==> src/rtl/dwq_pkg.sv <==
package dwq_pkg;
  typedef enum logic [1:0] {
    SLOT_FREE   = 2'd0,
    SLOT_QUEUED = 2'd1,
    SLOT_ISSUED = 2'd2,
    SLOT_DONE   = 2'd3
  } slotState_t;

  typedef struct packed {
    logic enq;
    logic freeHead;
  } dwqStrobe_t;
endpackage

==> src/rtl/dwq_store.sv <==
module dwq_store
  import dwq_pkg::*;
#(
  parameter int ADDR_W = 32,
  parameter int CMD_W  = 4,
  parameter int DEPTH  = 4,
  localparam int IDX_W = (DEPTH > 1) ? $clog2(DEPTH) : 1
) (
  input  logic              clk,
  input  logic              rstN,
  input  dwqStrobe_t        strb,
  input  logic [ADDR_W-1:0] reqAddr,
  input  logic [CMD_W-1:0]  reqCmd,
  input  logic              reqLocked,
  input  logic              issueValid,
  input  logic [IDX_W-1:0]  issueIdx,
  input  logic              rspValid,
  input  logic [IDX_W-1:0]  rspIdx,
  output logic              matchHit,
  output logic [IDX_W-1:0]  matchIdx,
  output slotState_t        matchState,
  output logic [IDX_W-1:0]  headIdx,
  output logic [IDX_W-1:0]  tailIdx,
  output logic              queueFull,
  output logic              headDone
);
  localparam logic [IDX_W:0] FULL_CNT = (IDX_W+1)'(DEPTH);

  logic [ADDR_W-1:0] slotAddr [DEPTH];
  logic [CMD_W-1:0]  slotCmd  [DEPTH];
  logic              slotLock [DEPTH];
  slotState_t        slotSt   [DEPTH];
  logic [IDX_W-1:0]  headPtr, tailPtr;
  logic [IDX_W:0]    count;
  logic [DEPTH-1:0]  hitVec;

  // Per-slot comparators for duplicate and repeat detection
  for (genvar g = 0; g < DEPTH; g++) begin : g_cmp
    assign hitVec[g] = (slotSt[g] != SLOT_FREE) &&
                       (slotAddr[g] == reqAddr) && (slotCmd[g] == reqCmd);
  end

  always_comb begin
    matchHit = 1'b0;
    matchIdx = '0;
    for (int i = 0; i < DEPTH; i++) begin
      if (hitVec[i] && !matchHit) begin
        matchHit = 1'b1;
        matchIdx = IDX_W'(i);
      end
    end
  end

  assign matchState = slotSt[matchIdx];
  assign headIdx    = headPtr;
  assign tailIdx    = tailPtr;
  assign queueFull  = (count == FULL_CNT);
  assign headDone   = (count != '0) && (slotSt[headPtr] == SLOT_DONE);

  always_ff @(posedge clk) begin
    if (!rstN) begin
      headPtr <= '0;
      tailPtr <= '0;
      count   <= '0;
      for (int i = 0; i < DEPTH; i++) begin
        slotSt[i]   <= SLOT_FREE;
        slotAddr[i] <= '0;
        slotCmd[i]  <= '0;
        slotLock[i] <= 1'b0;
      end
    end else begin
      if (issueValid && slotSt[issueIdx] == SLOT_QUEUED)
        slotSt[issueIdx] <= SLOT_ISSUED;
      if (rspValid && slotSt[rspIdx] == SLOT_ISSUED)
        slotSt[rspIdx] <= SLOT_DONE;
      if (strb.freeHead) begin
        slotSt[headPtr] <= SLOT_FREE;
        headPtr         <= IDX_W'(headPtr + 1'b1);
      end
      if (strb.enq) begin
        slotSt[tailPtr]   <= SLOT_QUEUED;
        slotAddr[tailPtr] <= reqAddr;
        slotCmd[tailPtr]  <= reqCmd;
        slotLock[tailPtr] <= reqLocked;
        tailPtr           <= IDX_W'(tailPtr + 1'b1);
      end
      count <= count + (IDX_W+1)'(strb.enq) - (IDX_W+1)'(strb.freeHead);
    end
  end

  assert_no_overflow_R4: assert property (@(posedge clk) disable iff (!rstN)
    strb.enq |-> !queueFull);

  assert_free_only_done_R7: assert property (@(posedge clk) disable iff (!rstN)
    strb.freeHead |-> headDone);

  assert_enq_grows_R1: assert property (@(posedge clk) disable iff (!rstN)
    (strb.enq && !strb.freeHead) |=> (count == $past(count) + 1'b1));

  assert_issue_only_queued_R10: assert property (@(posedge clk) disable iff (!rstN)
    (issueValid && slotSt[issueIdx] == SLOT_FREE && !(strb.enq && tailPtr == issueIdx))
      |=> (slotSt[$past(issueIdx)] == SLOT_FREE));
endmodule

==> src/rtl/dwq_ctrl.sv <==
module dwq_ctrl
  import dwq_pkg::*;
#(
  parameter int DEPTH  = 4,
  localparam int IDX_W = (DEPTH > 1) ? $clog2(DEPTH) : 1
) (
  input  logic             clk,
  input  logic             rstN,
  input  logic             reqValid,
  input  logic             reqLocked,
  input  logic             lockSeqActive,
  input  logic             targetBusLocked,
  input  logic             matchHit,
  input  logic [IDX_W-1:0] matchIdx,
  input  slotState_t       matchState,
  input  logic [IDX_W-1:0] headIdx,
  input  logic [IDX_W-1:0] tailIdx,
  input  logic             queueFull,
  output dwqStrobe_t       strb,
  output logic             decValid,
  output logic             decRetry,
  output logic             enqStrobe,
  output logic [IDX_W-1:0] enqIdx
);
  logic lockBlock;
  logic headRepeat;

  // Lock rules outrank every queue rule
  assign lockBlock  = (!reqLocked && lockSeqActive) || (reqLocked && targetBusLocked);
  assign headRepeat = matchHit && (matchState == SLOT_DONE) && (matchIdx == headIdx);

  always_comb begin
    strb          = '0;
    strb.freeHead = reqValid && !lockBlock && headRepeat;
    strb.enq      = reqValid && !lockBlock && !matchHit && !queueFull;
  end

  always_ff @(posedge clk) begin
    if (!rstN) begin
      decValid  <= 1'b0;
      decRetry  <= 1'b0;
      enqStrobe <= 1'b0;
      enqIdx    <= '0;
    end else begin
      decValid  <= reqValid;
      decRetry  <= reqValid && !strb.freeHead;
      enqStrobe <= strb.enq;
      if (strb.enq) enqIdx <= tailIdx;
    end
  end

  assert_lockseq_retry_R5: assert property (@(posedge clk) disable iff (!rstN)
    (reqValid && !reqLocked && lockSeqActive) |=> (decRetry && !enqStrobe));

  assert_buslock_retry_R6: assert property (@(posedge clk) disable iff (!rstN)
    (reqValid && reqLocked && targetBusLocked) |=> (decRetry && !enqStrobe));

  assert_pending_retry_R2: assert property (@(posedge clk) disable iff (!rstN)
    (reqValid && matchHit && matchState != SLOT_DONE) |=> (decRetry && !enqStrobe));

  assert_not_head_retry_R3: assert property (@(posedge clk) disable iff (!rstN)
    (reqValid && matchHit && matchState == SLOT_DONE && matchIdx != headIdx)
      |=> (decRetry && !enqStrobe));

  assert_full_retry_R4: assert property (@(posedge clk) disable iff (!rstN)
    (reqValid && !matchHit && queueFull) |=> (decRetry && !enqStrobe));

  assert_accept_R7: assert property (@(posedge clk) disable iff (!rstN)
    strb.freeHead |=> (decValid && !decRetry));

  assert_dec_timing_R8: assert property (@(posedge clk) disable iff (!rstN)
    !reqValid |=> !decValid && !decRetry && !enqStrobe);
endmodule

==> src/rtl/dwq_retry_arbiter.sv <==
module dwq_retry_arbiter
  import dwq_pkg::*;
#(
  parameter int ADDR_W = 32,
  parameter int CMD_W  = 4,
  parameter int DEPTH  = 4,
  localparam int IDX_W = (DEPTH > 1) ? $clog2(DEPTH) : 1
) (
  input  logic              clk,
  input  logic              rstN,
  input  logic              reqValid,
  input  logic [ADDR_W-1:0] reqAddr,
  input  logic [CMD_W-1:0]  reqCmd,
  input  logic              reqLocked,
  input  logic              lockSeqActive,
  input  logic              targetBusLocked,
  input  logic              issueValid,
  input  logic [IDX_W-1:0]  issueIdx,
  input  logic              rspValid,
  input  logic [IDX_W-1:0]  rspIdx,
  output logic              decValid,
  output logic              decRetry,
  output logic              enqStrobe,
  output logic [IDX_W-1:0]  enqIdx,
  output logic              complReady,
  output logic [IDX_W-1:0]  complIdx
);
  dwqStrobe_t       strb;
  logic             matchHit;
  logic [IDX_W-1:0] matchIdx;
  slotState_t       matchState;
  logic [IDX_W-1:0] headIdx, tailIdx;
  logic             queueFull, headDone;

  dwq_store #(.ADDR_W(ADDR_W), .CMD_W(CMD_W), .DEPTH(DEPTH)) i_store (
    .clk(clk), .rstN(rstN), .strb(strb),
    .reqAddr(reqAddr), .reqCmd(reqCmd), .reqLocked(reqLocked),
    .issueValid(issueValid), .issueIdx(issueIdx),
    .rspValid(rspValid), .rspIdx(rspIdx),
    .matchHit(matchHit), .matchIdx(matchIdx), .matchState(matchState),
    .headIdx(headIdx), .tailIdx(tailIdx), .queueFull(queueFull), .headDone(headDone)
  );

  dwq_ctrl #(.DEPTH(DEPTH)) i_ctrl (
    .clk(clk), .rstN(rstN), .reqValid(reqValid), .reqLocked(reqLocked),
    .lockSeqActive(lockSeqActive), .targetBusLocked(targetBusLocked),
    .matchHit(matchHit), .matchIdx(matchIdx), .matchState(matchState),
    .headIdx(headIdx), .tailIdx(tailIdx), .queueFull(queueFull),
    .strb(strb), .decValid(decValid), .decRetry(decRetry),
    .enqStrobe(enqStrobe), .enqIdx(enqIdx)
  );

  assign complReady = headDone;
  assign complIdx   = headIdx;

  assert_ready_reset_R9: assert property (@(posedge clk)
    !rstN |=> !complReady);
endmodule

==> config.mk <==
export PLATFORM = sky130hd
export DESIGN_NAME = dwq_retry_arbiter
export DESIGN_NICKNAME = d
export VERILOG_FILES = /design/src/rtl/dwq_pkg.sv /design/src/rtl/dwq_store.sv /design/src/rtl/dwq_ctrl.sv /design/src/rtl/dwq_retry_arbiter.sv
export SDC_FILE = /design/constraint.sdc
export NUM_CORES = 1
export LEC_CHECK = 0
export BUFFER_PORTS_ARGS = -buffer_cell sky130_fd_sc_hd__buf_2
export CAP_MARGIN = 5
export CELL_PAD_IN_SITES_DETAIL_PLACEMENT = 0
export CELL_PAD_IN_SITES_GLOBAL_PLACEMENT = 1
export CORE_MARGIN = 4
export CORE_UTILIZATION = 40
export DETAILED_ROUTE_END_ITERATION = 16
export GPL_ROUTABILITY_DRIVEN = 0
export PLACE_DENSITY = 0.77
export SYNTH_ARGS = -nofsm -noshare
export SYNTH_HDL_FRONTEND = slang
export SYNTH_HIERARCHICAL = 1
export SYNTH_SLANG_ARGS = --single-unit
==> constraint.sdc <==
create_clock -name clk -period 5.6 [get_ports clk]
set_input_delay 0.56 -clock clk [delete_from_list [all_inputs] [get_ports clk]]
set_output_delay 0.56 -clock clk [all_outputs]
set_load 0.005 [all_outputs]
# After elaboration in Yosys (flattened, before gate mapping)

Memories as Yosys holds them, arrays and structs flattened. A register that Yosys moved wholly into a read port is not among the register bits.
Cells that the tools add are included.
Widths: inputs -> output; s select.

Register bits: 12
Bits in latches: 0
RAM bits: 152
Bits in read-only memories: 0
Input port bits: 48
Output and inout bits: 8
Word-level logic and storage cells: 111
Memories: 3

Memories:

| memory           | words | bits a word | rd ports | clocked after Yosys merged registers in | wr ports | RTL line        | text |
|---|---|---|---|---|---|---|---|
| i_store.slotAddr | 4     | 32          | 4        | 0                                       | 4        | dwq_store.sv:29 | `logic [ADDR_W-1:0] slotAddr [DEPTH];` |
| i_store.slotCmd  | 4     | 4           | 4        | 0                                       | 4        | dwq_store.sv:30 | `logic [CMD_W-1:0] slotCmd [DEPTH];` |
| i_store.slotSt   | 4     | 2           | 8        | 1                                       | 4        | dwq_store.sv:32 | `slotState_t slotSt [DEPTH];` |

Add/subtract/negate cells: 4
Multiply operators: 0
Div/mod/pow operators: 0
Order comparisons: 0
Eq/ne operators: 14
Shift-type cells: 0
Mux-type cells: 40
Bitwise gates (word level): 0
Reductions and logical operators: 43

Operators by type and width:

| kind                | count |
|---|---|
| $eq 32x32->1        | 4 |
| $mux 32             | 1 |
| $reduce_or 32->1    | 1 |
| $mux 2              | 14 |
| $mux 1              | 24 |
| $logic_and 1x1->1   | 23 |
| $eq 4x4->1          | 4 |
| $logic_not 1->1     | 8 |
| $reduce_bool 2->1   | 4 |
| $reduce_or 2->1     | 4 |
| $eq 2x2->1 const B  | 3 |
| $add 2x1->2 const B | 2 |
| $mux 4              | 1 |
| $reduce_or 4->1     | 1 |
| $add 3x1->3         | 1 |
| $eq 3x3->1 const B  | 1 |
| $reduce_bool 3->1   | 1 |
| $sub 3x1->3         | 1 |
| $eq 2x1->1 const B  | 1 |
| $eq 2x2->1          | 1 |
| $logic_or 1x1->1    | 1 |

# Longest topological paths before layout

An unclocked memory read counts as a cell.

Depth after elaboration: 25
Depth in mapped cells: 17
Depth with buffers taken out: 16

# Modules after synthesis

The synthesis kept the hierarchy.

Modules (own cells, without submodules):

| module    | times used | cells an instance | area an instance (µm²) | seq. area each (µm²) |
|---|---|---|---|---|
| dwq_store | 1          | 670               | 8225.4                 | 4664.5 |
| dwq_ctrl  | 1          | 20                | 224.0                  | 100.1 |

# Worst setup path before layout

Ideal clock, no wire load.

Kind: input port to flip-flop
From: in reqAddr[18]
To: mem i_store.slotAddr[0][0] (enable)
Library setup time: 0.399 ns
Data arrival time: 3.749 ns
Data required time: 5.201 ns
Setup slack: 1.452 ns
Stages: 12
Buffers on the path: 2
Cell sequence: clkbuf_1 -> xor2_1 -> nor3_1 -> nand4_1 -> nor3_1 -> nor2b_1 -> nand2_1 -> nor4b_4 -> clkbuf_1 -> nand2_1 -> nor3_1 -> nand2b_1

RTL lines:

| element            | RTL line                | text |
|---|---|---|
| start: declaration | dwq_retry_arbiter.sv:12 | `input logic [ADDR_W-1:0] reqAddr,` |
| end: declaration   | dwq_store.sv:29         |  |

==> impl_metrics.yaml <==
pwr:
  p_leak_nw: 3.67
  vdd_drop_max_uv: 214
  powerDensity_mw_per_mm2: 308
place:
  placed_cell_area_mm2: 0.00884
  io_buffers: 55
  dp.cells: 965
  hpwl_um: 12900
logic_synthesis:
  synthArstFlopShare_pct: 0
  synthCells: 690
  syn-mean-instance-area_um2: 12.2
  syn-num-nets: 749
  synth-edff-count: 144
  yosys_register_bits: 166
  synth_area_leaders: "edfxtp_1 51%, xor2_1 11%, and2_1 8.2%"
  synth_top_area_share_pct: 51.2
  ys.flop_type: "edfxtp_1"
  synth_cell_types: 45
  synth_top_cell_by_area: "edfxtp_1"
  syn_area_mm2: 0.00845
  seq_area_frac_synth_pct: 56.4
  synth_warnings: 6
worst_setup_path:
  arrival_ns: 4.58
  path_max_fanout: 9
  crit_family: "simple AND/OR/NAND/NOR gates"
  critPathKind: "reg -> reg"
  worstSetupEndpointType: "register"
  crit_required_ns: 5.92
  crit_path_start_kind: "register"
  slowest_stage: "nor4_1"
  cp_slowest_stage_delay_ns: 0.57
  worstPathCellList: "xor2_1 > nor4_1 > o211ai_1 > or3_4 > a211oi_4 > mux2i_1 > mux2i_1 > nand4_1 > nor4_1 > buf_4 > ha_1 > inv_1 > ha_1 > inv_1 > fa_1 > xnor2_1 > and2_1"
  critPathBufInv: 3
clock_network:
  path_clk_slew_ns: 0.07
  clkLatencyLatePin_ns: 0.43
  htree_levels: 4
  cts_buffers: 17
  ctsResizeCount: 0
  holdBufCountCts: 0
  cts_buffer_depth: 2
  clockRootBuffer: "clkbuf_16"
  cts_setup_buffers: 0
  cts_tree: "built"
  cts.sinks: 166
timing:
  worst_clock_skew_ns: 0.0110
  max_freq_mhz: 235
  rsz0062_at_grt: "no"
  finalSetupViolCount: 0
  tns_ns: 0
  tightest_slew_ns: 1.04
  relSlewSlack_pct: 30.4
  min_period_ns: 4.26
  post-route-period-util_pct: 76.1
  finalHoldViolCount: 0
  drv_slew: 0
layout:
  diodes: 0
  final_area_mm2: 0.00944
  fillers: 1860
  final_cell_mix: "144 x edfxtp_1, 111 x and2_1, 109 x xor2_1"
  mostFrequentLayoutCell: "edfxtp_1"
  area_growth_syn_to_layout_pct: 11.8
  fin_nets: 773
  final_cells: 996
  drive_gt1_share_pct: 15.2
die:
  chipHeight_um: 153
  rows: 52
  core_mm2: 0.0205
  die_area_mm2: 0.0235
  chipWidth_um: 153
  ios: 56
  initial_core_util_pct: 41.2
routing:
  dr.pass1.iters: 5
  dr_total_vias: 5196
  ant_nets: 0
  drt-vias-per-instance: 5.22
  wire_per_inst_um: 19.6
  wl_um: 19500
  post-route-drc-count: 0
  drtIter0Drc: 414
global_route:
  grt_usage_pct: 16.8
  antenna_found_initial: 0
  grt_pass1_vias: 5189
  grt_overflow: 0
  grt_pass1_wl_um: 30400
  grt_max_degree: 64
flow_run:
  maxCapViolCount: 0
min_path:
  worstHoldPathType: "in -> reg"
outcome:
  run_status: "finished, final reports clean"
-- area by class of cell --
cell class | count | area (um^2) | area share [%]
Sequential cell | 166 | 4760 | 50.5
Multi-Input combinational cell | 458 | 3380 | 35.8
Clock buffer | 18 | 429 | 4.54
Tap cell | 270 | 338 | 3.58
Timing Repair Buffer | 62 | 328 | 3.47
Clock inverter | 13 | 170 | 1.80
Inverter | 9 | 33.8 | 0.358
-- synth_stat cells, types with 2 or more instances --
library cell  count
a211oi_1          4
a21boi_0          4
a21oi_1           4
a31oi_1           4
a41oi_1           2
and2_1          111
and2_2            4
and3_1           35
buf_2            13
buf_4             3
buf_6             7
clkbuf_1         34
dfxtp_1          22
edfxtp_1        144
ha_1             10
inv_1             9
mux2i_1          10
nand2_1          18
nand2b_1          3
nand3_1           6
nand4_1          16
nor2_1            8
nor2b_1           6
nor3_1           12
nor3_2            2
nor3b_1           2
nor4_1           26
o211ai_1          3
o21ai_0           4
xnor2_1          41
xor2_1          109
-- report_power, final --
group / internal, mW / total, mW / leakage (nW) / switching [mW]
Sequential: 1.41 / 1.44 / 1.67 / 0.0305
Combinational: 0.0954 / 0.264 / 1.72 / 0.168
Clock: 0.706 / 1.20 / 0.279 / 0.494
-- per-stage QoR --
stage	hold WS, ns	setup slack [ns]	total power, mW	utilization, %
after floorplan	0.451	1.45	1.64	-
after global placement	0.445	1.09	1.72	43.2
after detailed placement	0.457	0.937	1.73	43.2
after CTS	0.398	1.32	2.93	46.1
after global routing	0.410	1.10	3.01	46.1
final	0.416	1.34	2.90	46.1
-- flip-flops by register name (all words and copies together), names as in the netlist, named ones only --
signal            count
i_store/slotCmd      16
i_store/tailIdx       2
i_store/headIdx       2
i_ctrl/enqStrobe      1
i_store/slotAddr    128
i_store/slotSt        8
i_store/count         3
i_ctrl/decValid       1
i_ctrl/enqIdx         2
i_ctrl/decRetry       1
-- per-layer routing --
| metal | vias to the layer above | routed length, um | GRT usage (%) |
|---|---|---|---|
| met2 | 139 | 9450 | 26.9 |
| met3 | 12 | 823 | 2.80 |
| met1 | 2609 | 9090 | 23.8 |
| met5 | - | 0 | 0 |
| met4 | 0 | 148 | 4.42 |
| li1 | 2436 | - | - |
-- cells by family after synthesis --
group	synth area share, %
AO/OA/AOI/OAI	2.58
XOR/XNOR	15.5
adder cells (fa/ha/maj)	1.72
buffers and inverters	3.88
flip-flops	56.4
multiplexers	1.36
AND/OR/NAND/NOR	18.5
-- worst reg2reg max path: stages (launching register included) --
cell and delay, ns:
edfxtp_1 0.39, xor2_1 0.18, nor4_1 0.57, o211ai_1 0.26
or3_4 0.46, a211oi_4 0.36, mux2i_1 0.13, mux2i_1 0.14
nand4_1 0.09, nor4_1 0.19, buf_4 0.22, ha_1 0.24
inv_1 0.06, ha_1 0.14, inv_1 0.05, fa_1 0.39
xnor2_1 0.13, and2_1 0.16
-- final timing paths --
path / startpoint / to / slack (ns) / cells past startpoint
worst max register to register: i_store/slotCmd[3][3] / i_store/count[2] / 1.34 / 17
worst min register to register: i_ctrl/enqIdx[0] / i_ctrl/enqIdx[0] / 0.47 / 2
worst max-delay path: i_store/slotCmd[3][3] / i_store/count[2] / 1.34 / 17
worst min-delay path: reqValid / i_ctrl/decValid / 0.42 / 2
No activity file was read; power rests on OpenSTA's default activity.
